--- src/rtl/vqPkg.sv ---
package vqPkg;

  // Per-pixel control strobes handed from the timing control to the datapath
  typedef struct packed {
    logic active;
    logic hSyncN;
    logic vSyncN;
    logic frameStart;
    logic ditherOdd;
  } scanStrobe_t;

  localparam scanStrobe_t STROBE_IDLE = '{
    active:     1'b0,
    hSyncN:     1'b1,
    vSyncN:     1'b1,
    frameStart: 1'b0,
    ditherOdd:  1'b0
  };

endpackage

--- src/rtl/vqTiming.sv ---
module vqTiming
  import vqPkg::*;
#(
  parameter int H_VISIBLE    = 640,
  parameter int H_FRONT      = 16,
  parameter int H_SYNC       = 96,
  parameter int H_BACK       = 48,
  parameter int V_VISIBLE    = 480,
  parameter int V_FRONT      = 10,
  parameter int V_SYNC       = 2,
  parameter int V_BACK       = 33,
  parameter int H_SCALE_LOG2 = 2,
  parameter int V_SCALE_LOG2 = 2,
  parameter int ADDR_W       = 15
) (
  input  logic              clk,
  input  logic              rstN,
  input  logic              flipEn,
  output logic              fbRdEn,
  output logic [ADDR_W-1:0] fbRdAddr,
  output scanStrobe_t       stb
);

  localparam int H_TOTAL = H_VISIBLE + H_FRONT + H_SYNC + H_BACK;
  localparam int V_TOTAL = V_VISIBLE + V_FRONT + V_SYNC + V_BACK;
  localparam int H_CNT_W = $clog2(H_TOTAL);
  localparam int V_CNT_W = $clog2(V_TOTAL);
  localparam int SRC_W   = H_VISIBLE >> H_SCALE_LOG2;

  localparam logic [H_CNT_W-1:0] H_VIS_C   = H_CNT_W'(H_VISIBLE);
  localparam logic [H_CNT_W-1:0] H_SBEG_C  = H_CNT_W'(H_VISIBLE + H_FRONT);
  localparam logic [H_CNT_W-1:0] H_SEND_C  = H_CNT_W'(H_VISIBLE + H_FRONT + H_SYNC);
  localparam logic [H_CNT_W-1:0] H_LAST_C  = H_CNT_W'(H_TOTAL - 1);
  localparam logic [V_CNT_W-1:0] V_VIS_C   = V_CNT_W'(V_VISIBLE);
  localparam logic [V_CNT_W-1:0] V_SBEG_C  = V_CNT_W'(V_VISIBLE + V_FRONT);
  localparam logic [V_CNT_W-1:0] V_SEND_C  = V_CNT_W'(V_VISIBLE + V_FRONT + V_SYNC);
  localparam logic [V_CNT_W-1:0] V_LAST_C  = V_CNT_W'(V_TOTAL - 1);
  localparam logic [ADDR_W-1:0]  SRC_W_C   = ADDR_W'(SRC_W);

  logic [H_CNT_W-1:0] hCnt;
  logic [V_CNT_W-1:0] vCnt;
  logic               phase;
  logic               lineEnd;
  logic               frameEnd;
  logic [ADDR_W-1:0]  rowIdx;
  logic [ADDR_W-1:0]  colIdx;
  logic [ADDR_W-1:0]  addrNow;
  scanStrobe_t        stbNow;

  assign lineEnd  = (hCnt == H_LAST_C);
  assign frameEnd = lineEnd && (vCnt == V_LAST_C);

  // Free-running raster counters; the phase flips on the last pixel of a frame
  // so that pixel (0,0) of the next frame already uses the new phase.
  always_ff @(posedge clk) begin
    if (!rstN) begin
      hCnt  <= '0;
      vCnt  <= '0;
      phase <= 1'b0;
    end else begin
      if (lineEnd) begin
        hCnt <= '0;
        if (vCnt == V_LAST_C) vCnt <= '0;
        else                  vCnt <= vCnt + V_CNT_W'(1);
      end else begin
        hCnt <= hCnt + H_CNT_W'(1);
      end
      if (frameEnd) phase <= flipEn ? ~phase : 1'b0;
    end
  end

  // Source coordinates: drop the replication bits of each counter
  assign rowIdx  = ADDR_W'(vCnt >> V_SCALE_LOG2);
  assign colIdx  = ADDR_W'(hCnt >> H_SCALE_LOG2);
  assign addrNow = rowIdx * SRC_W_C + colIdx;

  always_comb begin
    stbNow            = STROBE_IDLE;
    stbNow.active     = (hCnt < H_VIS_C) && (vCnt < V_VIS_C);
    stbNow.hSyncN     = !((hCnt >= H_SBEG_C) && (hCnt < H_SEND_C));
    stbNow.vSyncN     = !((vCnt >= V_SBEG_C) && (vCnt < V_SEND_C));
    stbNow.frameStart = (hCnt == '0) && (vCnt == '0);
    stbNow.ditherOdd  = hCnt[0] ^ vCnt[0] ^ phase;
  end

  // The read is issued here, ahead of the datapath stage that consumes it
  always_ff @(posedge clk) begin
    if (!rstN) begin
      fbRdEn   <= 1'b0;
      fbRdAddr <= '0;
      stb      <= STROBE_IDLE;
    end else begin
      fbRdEn   <= stbNow.active;
      fbRdAddr <= addrNow;
      stb      <= stbNow;
    end
  end

endmodule

--- src/rtl/vqPixelPath.sv ---
module vqPixelPath
  import vqPkg::*;
#(
  parameter int COLOR_BITS = 2,
  parameter int CHANNELS   = 3,
  parameter int PIX_W      = COLOR_BITS * CHANNELS
) (
  input  logic             clk,
  input  logic             rstN,
  input  logic             ditherEn,
  input  scanStrobe_t      stbIn,
  input  logic [PIX_W-1:0] fbRdData,
  output logic [PIX_W-1:0] rgbOut,
  output logic             hSyncN,
  output logic             vSyncN,
  output logic             blankOut,
  output logic             frameStart
);

  localparam logic [COLOR_BITS-1:0] CH_MAX = '1;

  scanStrobe_t      stbData;
  logic [PIX_W-1:0] pixShaded;
  logic [PIX_W-1:0] pixNext;
  logic             bumpNow;

  // Align the strobes with the word the read port returns
  always_ff @(posedge clk) begin
    if (!rstN) stbData <= STROBE_IDLE;
    else       stbData <= stbIn;
  end

  assign bumpNow = ditherEn && stbData.ditherOdd;

  for (genvar c = 0; c < CHANNELS; c++) begin : gChan
    logic [COLOR_BITS-1:0] chIn;
    logic [COLOR_BITS-1:0] chUp;
    assign chIn = fbRdData[c*COLOR_BITS +: COLOR_BITS];
    assign chUp = (chIn == CH_MAX) ? chIn : chIn + COLOR_BITS'(1);
    assign pixShaded[c*COLOR_BITS +: COLOR_BITS] = bumpNow ? chUp : chIn;
  end

  assign pixNext = stbData.active ? pixShaded : '0;

  always_ff @(posedge clk) begin
    if (!rstN) begin
      rgbOut     <= '0;
      hSyncN     <= 1'b1;
      vSyncN     <= 1'b1;
      blankOut   <= 1'b1;
      frameStart <= 1'b0;
    end else begin
      rgbOut     <= pixNext;
      hSyncN     <= stbData.hSyncN;
      vSyncN     <= stbData.vSyncN;
      blankOut   <= !stbData.active;
      frameStart <= stbData.frameStart;
    end
  end

endmodule

--- src/rtl/vqScanOut.sv ---
module vqScanOut
  import vqPkg::*;
#(
  parameter int H_VISIBLE    = 640,
  parameter int H_FRONT      = 16,
  parameter int H_SYNC       = 96,
  parameter int H_BACK       = 48,
  parameter int V_VISIBLE    = 480,
  parameter int V_FRONT      = 10,
  parameter int V_SYNC       = 2,
  parameter int V_BACK       = 33,
  parameter int H_SCALE_LOG2 = 2,
  parameter int V_SCALE_LOG2 = 2,
  parameter int COLOR_BITS   = 2,
  localparam int PIX_W       = 3 * COLOR_BITS,
  localparam int SRC_CNT     = (H_VISIBLE >> H_SCALE_LOG2) * (V_VISIBLE >> V_SCALE_LOG2),
  localparam int ADDR_W      = $clog2(SRC_CNT)
) (
  input  logic              clk,
  input  logic              rstN,
  input  logic              ditherEn,
  input  logic              ditherFlipEn,
  output logic              fbRdEn,
  output logic [ADDR_W-1:0] fbRdAddr,
  input  logic [PIX_W-1:0]  fbRdData,
  output logic [PIX_W-1:0]  rgbOut,
  output logic              hSyncN,
  output logic              vSyncN,
  output logic              blankOut,
  output logic              frameStart
);

  scanStrobe_t stb;

  vqTiming #(
    .H_VISIBLE(H_VISIBLE), .H_FRONT(H_FRONT), .H_SYNC(H_SYNC), .H_BACK(H_BACK),
    .V_VISIBLE(V_VISIBLE), .V_FRONT(V_FRONT), .V_SYNC(V_SYNC), .V_BACK(V_BACK),
    .H_SCALE_LOG2(H_SCALE_LOG2), .V_SCALE_LOG2(V_SCALE_LOG2), .ADDR_W(ADDR_W)
  ) i_timing (
    .clk(clk), .rstN(rstN), .flipEn(ditherFlipEn),
    .fbRdEn(fbRdEn), .fbRdAddr(fbRdAddr), .stb(stb)
  );

  vqPixelPath #(
    .COLOR_BITS(COLOR_BITS), .CHANNELS(3), .PIX_W(PIX_W)
  ) i_pixel (
    .clk(clk), .rstN(rstN), .ditherEn(ditherEn), .stbIn(stb),
    .fbRdData(fbRdData), .rgbOut(rgbOut), .hSyncN(hSyncN), .vSyncN(vSyncN),
    .blankOut(blankOut), .frameStart(frameStart)
  );

endmodule

--- config.mk ---
export PLATFORM = sky130hd
export DESIGN_NAME = vqScanOut
export DESIGN_NICKNAME = d
export VERILOG_FILES = /design/src/rtl/vqPkg.sv /design/src/rtl/vqTiming.sv /design/src/rtl/vqPixelPath.sv /design/src/rtl/vqScanOut.sv
export SDC_FILE = /design/constraint.sdc
export NUM_CORES = 1
export LEC_CHECK = 0
export BUFFER_PORTS_ARGS = -buffer_cell sky130_fd_sc_hd__buf_2
export CAP_MARGIN = 20
export CORE_UTILIZATION = 55
export DETAILED_ROUTE_END_ITERATION = 12
export PLACE_DENSITY = 0.77
export SLEW_MARGIN = 20
export SYNTH_ARGS = -nofsm -noshare
export SYNTH_HDL_FRONTEND = slang
export SYNTH_HIERARCHICAL = 1
export SYNTH_SLANG_ARGS = --single-unit
export TNS_END_PERCENT = 5
--- constraint.sdc ---
create_clock -name clk -period 3.4 [get_ports clk]
set_input_delay 0.68 -clock clk [delete_from_list [all_inputs] [get_ports clk]]
set_output_delay 0.68 -clock clk [all_outputs]
set_load 0.01 [all_outputs]
==> summary.txt, run 1 <==
Floorplan
  – IO Pins: 36
  – Core Region: 4750 um2
  – DIE AREA: 5250 um2
  – Initial core utilization: 57.4%
  – Die width: 72.5 um
  – Die span in y: 72.5 um
  – Site row count: 25

Worst setup path
  – Crit path max fanout: 7
  – R2r startpoint: i_timing/vCnt[5]$_SDFFE_PN0N_
  – Data arrival, critical path: 2.83 ns
  – Slowest-stage cell, CP: dfxtp_1
  – Setup crit end kind: flop
  – Cells along the critical path: ha_1 -> ha_1 -> fa_1 -> a211oi_2 -> o22ai_1 -> nor4_2 -> xor2_1 -> and2_1
  – Crit Path Class: flop to flop
  – Worst reg2reg path endpoint: i_timing/fbRdAddr[13]$_SDFF_PN0_
  – Most frequent CP cell: ha_1
  – Worst R2R Path Depth: 8
  – Setup crit start kind: flop
  – CP Data Required Time: 3.61 ns
  – CP peak stage delay: 0.47 ns
  – Flop2flop setup slack: 0.78 ns

Cells and area
  – Layout net count: 340
  – Most frequent cells in the layout: 56 x dfxtp_1, 35 x buf_2, 30 x nor2_1, 19 x ha_1, 15 x xnor2_1
  – Area of the multi-input gates: 1510 um2
  – Antenna Cells: 0
  – Fill count: 413
  – P&R area growth vs syn: 10.9%
  – Commonest non-fill, non-tap cell in the layout: dfxtp_1
  – Register Area: 1120 um2
  – Share of layout cells above drive strength 1: 22.3%

Global route
  – Met3 usage: 3.33%
  – Gr usage total: 18.9%
  – Met1 GRT Util: 24.0%
  – M2 GR Usage: 31.8%
  – First-pass GRT wire length: 7790 um
  – Total gr overflow: 0
  – Largest net degree at the start of global routing: 35
  – Initial antenna violation count: 0
  – Grt peak-use layer: met2
  – Vias in the first global route: 1806

Timing
  – Worst Max-Slew Pin Slew: 0.454 ns
  – Clk_skew: 0.00994 ns
  – Final setup TNS: 0 ns
  – Final hold violation count: 0
  – Fin. max-slew vios: 0
  – Hold WS: 0.413 ns
  – FMAX: 382 MHz
  – Min cycle time layout: 2.62 ns
  – Period utilisation layout: 77.0%
  – Max transition margin: 69.6%
  – Endpoints failing setup: 0
  – RSZ-0062 raised after global routing: no

Placement
  – GP Congestion: 0.862
  – Dpl hpwl: 3270 um
  – IO Port Bufs: 35

Clocking
  – Hold_buf cts: 0
  – Worst-path clk slew: 0.11 ns
  – Clk Latency, worst-skew pair: 0.31 ns
  – Post-CTS Setup Inserts: 0
  – Post-cts sizing count: 0
  – CTS tree: built
  – TritonCTS Sinks: 56
  – H-tree depth: 2
  – CTS root buffer: clkbuf_8
  – Total CTS buffers: 5
  – Max clock buf depth: 2

Yosys
  – Avg Inst Size Synth: 9.90 um2
  – Cells after Synth: 276
  – Number of flops mapped to enable cells by yosys: 0
  – Asr flop ratio synth: 0%
  – Ys Warns: 6
  – Syn nets: 307
  – Post-synth top flop: dfxtp_1
  – Synth unique cells: 59
  – Post-synthesis sequential area ratio: 41.0%
  – #FFs+latches synth: 56
  – Syn Std Cell Area: 2730 um2

Pwr
  – Switching Share: 23.6%
  – Power Internal: 839 uW
  – Max VDD drop: 164 uV
  – PwrDens: 362 nW/um2
  – Gate power share: 4.2%
  – P_leak: 0.00134 uW
  – NetSw: 259 uW
  – Seq pwr share: 61.3%
  – Clock Power Share: 34.5%

Min path
  – Hold Path Class: flop to flop
  – Startpoint of the worst hold path: i_pixel/stbData[3]$_SDFF_PN1_
  – WHS Path Cells: 1
  – Worst Hold End: i_pixel/hSyncN$_SDFF_PN1_

Routing
  – DRC Markers: 0
  – Drt wl/cell: 12.2 um
  – Initial DRC Count: 62
  – Via count: 2000
  – Detailed-route vias per instance: 5.31
  – Drt total wl: 4590 um
  – Final antenna-violating net count: 0
  – 1st-pass router iterations: 4

Outcome
  – Status: completed

Job
  – Total of max-cap violations: 0
-- cells by family (layout without fill, tap and decap cells) --
family / count (synthesis) / after routing / share of synthesized area, %
flops: 56 / 56 / 41.0
xor+xnor: 24 / 24 / 7.70
buf+inv: 19 / 53 / 3.57
simple gates: 125 / 125 / 29.0
compound gates: 29 / 29 / 7.83
fa+ha+maj: 21 / 21 / 10.2
mux: 2 / 2 / 0.733
-- flip-flops by register name, indices dropped and copies added (netlist names) --
name	cells
i_pixel/blankOut	1
i_pixel/frameStart	1
i_pixel/hSyncN	1
i_pixel/rgbOut	6
i_pixel/stbData	5
i_pixel/vSyncN	1
i_timing/fbRdAddr	15
i_timing/hCnt	10
i_timing/phase	1
i_timing/stb	5
i_timing/vCnt	10
-- cells in the mapped netlist (3+ instances only) --
library cell | instances | area [um2]
nor2b_1 | 5 | 31.3
a31oi_1 | 4 | 25.0
nand3_1 | 7 | 35.0
nand4_1 | 5 | 31.3
xor2_1 | 9 | 78.8
and2_2 | 5 | 37.5
o21ai_0 | 3 | 15.0
nand2b_1 | 9 | 56.3
nor3_2 | 5 | 50.1
o211ai_1 | 3 | 22.5
nor3_1 | 4 | 20.0
and2_1 | 13 | 81.3
clkbuf_1 | 3 | 11.3
a21oi_1 | 4 | 20.0
inv_1 | 9 | 33.8
and4b_1 | 3 | 30.0
nor2_1 | 30 | 113
or4_1 | 3 | 22.5
xnor2_1 | 15 | 131
dfxtp_1 | 56 | 1120
nor4b_1 | 3 | 26.3
buf_2 | 3 | 15.0
ha_1 | 19 | 238
nand2_1 | 8 | 30.0
-- stage by stage --
step | setup slack [ns] | cell area [um2] | cells | power, uW | utilization (%)
after floorplan | 1.02 | 2730 | 276 | 719 | -
after global placement | 0.907 | 2930 | 369 | 735 | 61.7
after detailed placement | 0.811 | 2930 | 369 | 736 | 61.7
after CTS | 0.787 | 3030 | 377 | 1110 | 63.7
after global routing | 0.622 | 3030 | 377 | 1140 | 63.7
final | 0.783 | 3030 | 377 | 1100 | 63.7
-- worst max-delay path: cells and delay by family, from the launching register on --
kind                       cells  cell delay (ns)
AOI/OAI and AO/OA              2             0.58
xor gates and xnor gates       1             0.09
adders and majority gates      3             0.94
DFF                            1             0.47
and+or+nand+nor                2             0.44
-- cell type report --
type / instances / area share [%]
multi-input combinational: 201 / 49.9
timing repair buffer: 36 / 6.03
inverter: 9 / 1.11
tap: 67 / 2.77
clock buffer: 5 / 2.27
clock inverter: 3 / 0.908
sequential: 56 / 37.0
-- worst max-delay path by stage --
stage               cells after the start                     startpoint                          endpoint
CTS                                     8  i_timing/vCnt[5]$_SDFFE_PN0N_  i_timing/fbRdAddr[13]$_SDFF_PN0_
global placement                        8  i_timing/vCnt[5]$_SDFFE_PN0N_  i_timing/fbRdAddr[13]$_SDFF_PN0_
finish                                  8  i_timing/vCnt[5]$_SDFFE_PN0N_  i_timing/fbRdAddr[13]$_SDFF_PN0_
global route                            8  i_timing/vCnt[5]$_SDFFE_PN0N_  i_timing/fbRdAddr[13]$_SDFF_PN0_
detailed placement                      8  i_timing/vCnt[5]$_SDFFE_PN0N_  i_timing/fbRdAddr[13]$_SDFF_PN0_
floorplan                               8  i_timing/vCnt[5]$_SDFFE_PN0N_  i_timing/fbRdAddr[13]$_SDFF_PN0_
-- layer usage --
layer,up-vias,share of wire (%)
met5,-,0
met4,0,1.4
met3,7,4.6
met2,48,45
met1,921,49
li1,1024,-
-- power by group through the flow --
stage	registers [uW]	logic (uW)	clock network, uW
global route	675	53.8	413
global placement	688	46.5	0
floorplan	689	30.1	0
CTS	673	47.3	390
detailed placement	688	47.1	0
finish	673	46.4	378
No activity file was read; power rests on OpenSTA's default activity.
==> run 2, diff against run 1 <==
- ABC_AREA: unset -> 1
- clock period: 3.4 -> 2.6 ns (I/O delays scaled with it)
==> summary.txt, run 2 <==
Outcome
  – Status: completed (unchanged)

Timing
  – Period utilisation layout: 88.8% (was 77.0%)
  – RSZ-0062 raised after global routing: no (unchanged)
  – Final WS setup: 0.290 ns (was 0.783 ns)
  – Worst Max-Slew Pin Slew: 0.526 ns (was 0.454 ns)
  – Final setup TNS: 0 ns (unchanged)
  – Fin. max-slew vios: 0 (unchanged)
  – Final hold violation count: 0 (unchanged)
  – FMAX: 433 MHz (was 382 MHz)
  – Clk_skew: 0.00601 ns (was 0.00994 ns)
  – Endpoints failing setup: 0 (unchanged)
  – Max transition margin: 64.7% (was 69.6%)
  – Min cycle time layout: 2.31 ns (was 2.62 ns)

Yosys
  – Asr flop ratio synth: 0% (unchanged)
  – Syn nets: 394 (was 307)
  – Most frequent cell after synthesis: nand2_1 (was dfxtp_1)
  – Synth unique cells: 31 (was 59)
  – Syn Std Cell Area: 2730 um2 (about the same)
  – Post-synthesis sequential area ratio: 41.1% (was 41.0%)
  – #FFs+latches synth: 56 (unchanged)
  – Post-synth top flop: dfxtp_1 (unchanged)
  – Cell taking the most area after synthesis: dfxtp_1 (unchanged)
  – Number of flops mapped to enable cells by yosys: 0 (unchanged)
  – Synth area leaders: dfxtp_1 41%, nand2_1 11%, ha_1 8.7% (was dfxtp_1 41%, ha_1 8.7%, xnor2_1 4.8%)
  – Synth top area share: 41.1% (was 41.0%)
  – Cells after Synth: 363 (was 276)
  – Post-synth top cells: 79 x nand2_1, 59 x inv_1, 56 x dfxtp_1 (was 56 x dfxtp_1, 30 x nor2_1, 19 x ha_1)
  – Ys Warns: 6 (unchanged)
  – Avg Inst Size Synth: 7.51 um2 (was 9.90 um2)

Routing
  – Drt total wl: 4980 um (was 4590 um)
  – Via count: 2330 (was 2000)
  – Final antenna-violating net count: 0 (unchanged)
  – Initial DRC Count: 74 (was 62)
  – 1st-pass router iterations: 4 (unchanged)
  – Drt wl/cell: 10.6 um (was 12.2 um)
  – Detailed-route vias per instance: 4.98 (was 5.31)
  – DRC Markers: 0 (unchanged)

Placement
  – Dpl ws: 0.303 ns (was 0.811 ns)
  – GP Congestion: 0.881 (was 0.862)
  – Dpl hpwl: 3730 um (was 3270 um)
  – IO Port Bufs: 35 (unchanged)

Global route
  – Gr usage total: 21.1% (was 18.9%)
  – Largest net degree at the start of global routing: 27 (was 35)
  – Vias in the first global route: 2061 (was 1806)
  – Total gr overflow: 0 (unchanged)
  – Initial antenna violation count: 0 (unchanged)
  – First-pass GRT wire length: 8740 um (was 7790 um)

Min path
  – WHS Path Cells: 2 (was 1)
  – Hold Path Class: flop to flop (unchanged)

Cells and area
  – Most frequent cells in the layout: 79 x nand2_1, 59 x inv_1, 56 x dfxtp_1, 35 x buf_2, 33 x nor2_1 (was 56 x dfxtp_1, 35 x buf_2, 30 x nor2_1, 19 x ha_1, 15 x xnor2_1)
  – Top reg by flops: i_timing/fbRdAddr (unchanged)
  – Commonest non-fill, non-tap cell in the layout: nand2_1 (was dfxtp_1)
  – Layout net count: 431 (was 340)
  – Max FFs per register: 15 (unchanged)
  – Final Util: 64.3% (was 63.7%)
  – Antenna Cells: 0 (unchanged)
  – Share of layout cells above drive strength 1: 14.2% (was 22.3%)
  – P&R area growth vs syn: 12.0% (was 10.9%)
  – Top flop regs: i_timing/fbRdAddr: 15 flops, i_timing/hCnt: 10 flops, i_timing/vCnt: 10 flops (unchanged)

Pwr
  – PwrDens: 468 nW/um2 (was 362 nW/um2)
  – Clock Power Share: 34.4% (was 34.5%)
  – P_leak: 0.00153 uW (was 0.00134 uW)
  – Power Internal: 1090 uW (was 839 uW)
  – Seq pwr share: 61.5% (was 61.3%)
  – Gate power share: 4.1% (was 4.2%)
  – Switching Share: 23.7% (was 23.6%)
  – Max VDD drop: 325 uV (was 164 uV)
  – NetSw: 339 uW (was 259 uW)

Clocking
  – CTS tree: built (unchanged)
  – Post-CTS Setup Inserts: 0 (unchanged)
  – Worst-path clk slew: 0.10 ns (was 0.11 ns)
  – Post-cts sizing count: 0 (unchanged)
  – CTS root buffer: clkbuf_8 (unchanged)
  – TritonCTS Sinks: 56 (unchanged)
  – Clk Latency, worst-skew pair: 0.31 ns (about the same)
  – Max clock buf depth: 2 (unchanged)
  – Total CTS buffers: 5 (unchanged)
  – Hold_buf cts: 0 (unchanged)
  – H-tree depth: 2 (unchanged)

Worst setup path
  – Worst R2R Path Depth: 12 (was 8)
  – Crit Path Class: flop to flop (unchanged)
  – Setup crit start kind: flop (unchanged)
  – CP Data Required Time: 2.81 ns (was 3.61 ns)
  – Crit path max fanout: 6 (was 7)
  – Setup crit end kind: flop (unchanged)
  – Data arrival, critical path: 2.52 ns (was 2.83 ns)

Job
  – Total of max-cap violations: 0 (unchanged)

Floorplan
  – Die span in y: 72.4 um (was 72.5 um)
  – IO Pins: 36 (unchanged)
  – Die width: 72.4 um (was 72.5 um)
  – Initial core utilization: 57.4% (about the same)
  – Core Region: 4750 um2 (unchanged)
  – Site row count: 25 (unchanged)
  – DIE AREA: 5240 um2 (was 5250 um2)
run 2: cell types whose count changed in the layout (fill, tap and decap cells not counted), sizes merged, moves of 5 or more:
cell and change:
nand3 +17, nand4 +5, nor3 +5, inv +53
nand2 +75, nor2b -5, xnor2 -14, and2 -18
a21oi +20, nand2b -9
run 2: worst max-delay path, stage by stage, from the launching register on:
cell and delay, ns:
dfxtp_1 0.45, ha_1 0.27, ha_1 0.24, fa_1 0.54, nand2_1 0.06, inv_1 0.05, nand2_1 0.07, nor2_1 0.14
nand2_1 0.08, nor2_2 0.12, nand3_1 0.08, nand2_1 0.07, nor2_1 0.04
run 2: cells by family (layout without fill, tap and decap cells):
logic type	count (synthesis)	count (layout)	synth area share, %
flops	56	56	41.1
compound gates	35	35	6.79
fa+ha+maj	21	21	10.2
xor+xnor	10	10	3.21
buf+inv	68	106	9.82
simple gates	173	173	28.9
run 2: final timing paths:
kind / from / end / slack (ns)
hold reg to reg: i_timing/stb[3]$_SDFF_PN1_ / i_pixel/stbData[3]$_SDFF_PN1_ / 0.42
hold / removal: i_timing/stb[3]$_SDFF_PN1_ / i_pixel/stbData[3]$_SDFF_PN1_ / 0.42
setup / recovery: i_timing/vCnt[3]$_SDFFE_PN0N_ / i_timing/fbRdAddr[14]$_SDFF_PN0_ / 0.29
setup reg to reg: i_timing/vCnt[3]$_SDFFE_PN0N_ / i_timing/fbRdAddr[14]$_SDFF_PN0_ / 0.29
run 2: cell type report:
type                    instances  area, um2
fillers                       446       1700
well taps                      67       83.8
repair buffers                 36        183
clock buffers                   5       68.8
inverters                      62        233
multi-input cells             239       1340
clock inverters                 3       27.5
flip-flops and latches         56       1120
run 2: per-layer routing:
| layer | vias up | global-route usage [%] | share of wire, % |
|---|---|---|---|
| met5 | - | 0 | 0 |
| met4 | 0 | 8.93 | 1.8 |
| met3 | 9 | 5.00 | 4.9 |
| met2 | 60 | 33.4 | 45 |
| met1 | 1033 | 27.5 | 49 |
| li1 | 1228 | - | - |
run 2: power groups by stage:
stage | combinational (uW) | sequential [uW] | clock (uW)
after floorplan | 37.0 | 901 | 0
after global placement | 58.1 | 899 | 0
after detailed placement | 59.1 | 900 | 0
after CTS | 59.5 | 880 | 506
after global routing | 67.8 | 882 | 543
final | 58.6 | 880 | 492
run 2: metrics by stage:
stage	cell area, um2	total power, uW	std cells	hold slack (ns)
3_5_place_dp	2960	959	460	0.393
4_1_cts	3060	1450	468	0.418
6_report	3060	1430	468	0.417
3_3_place_gp	2960	957	460	0.382
2_1_floorplan	2730	938	363	0.380
5_1_grt	3060	1490	468	0.434
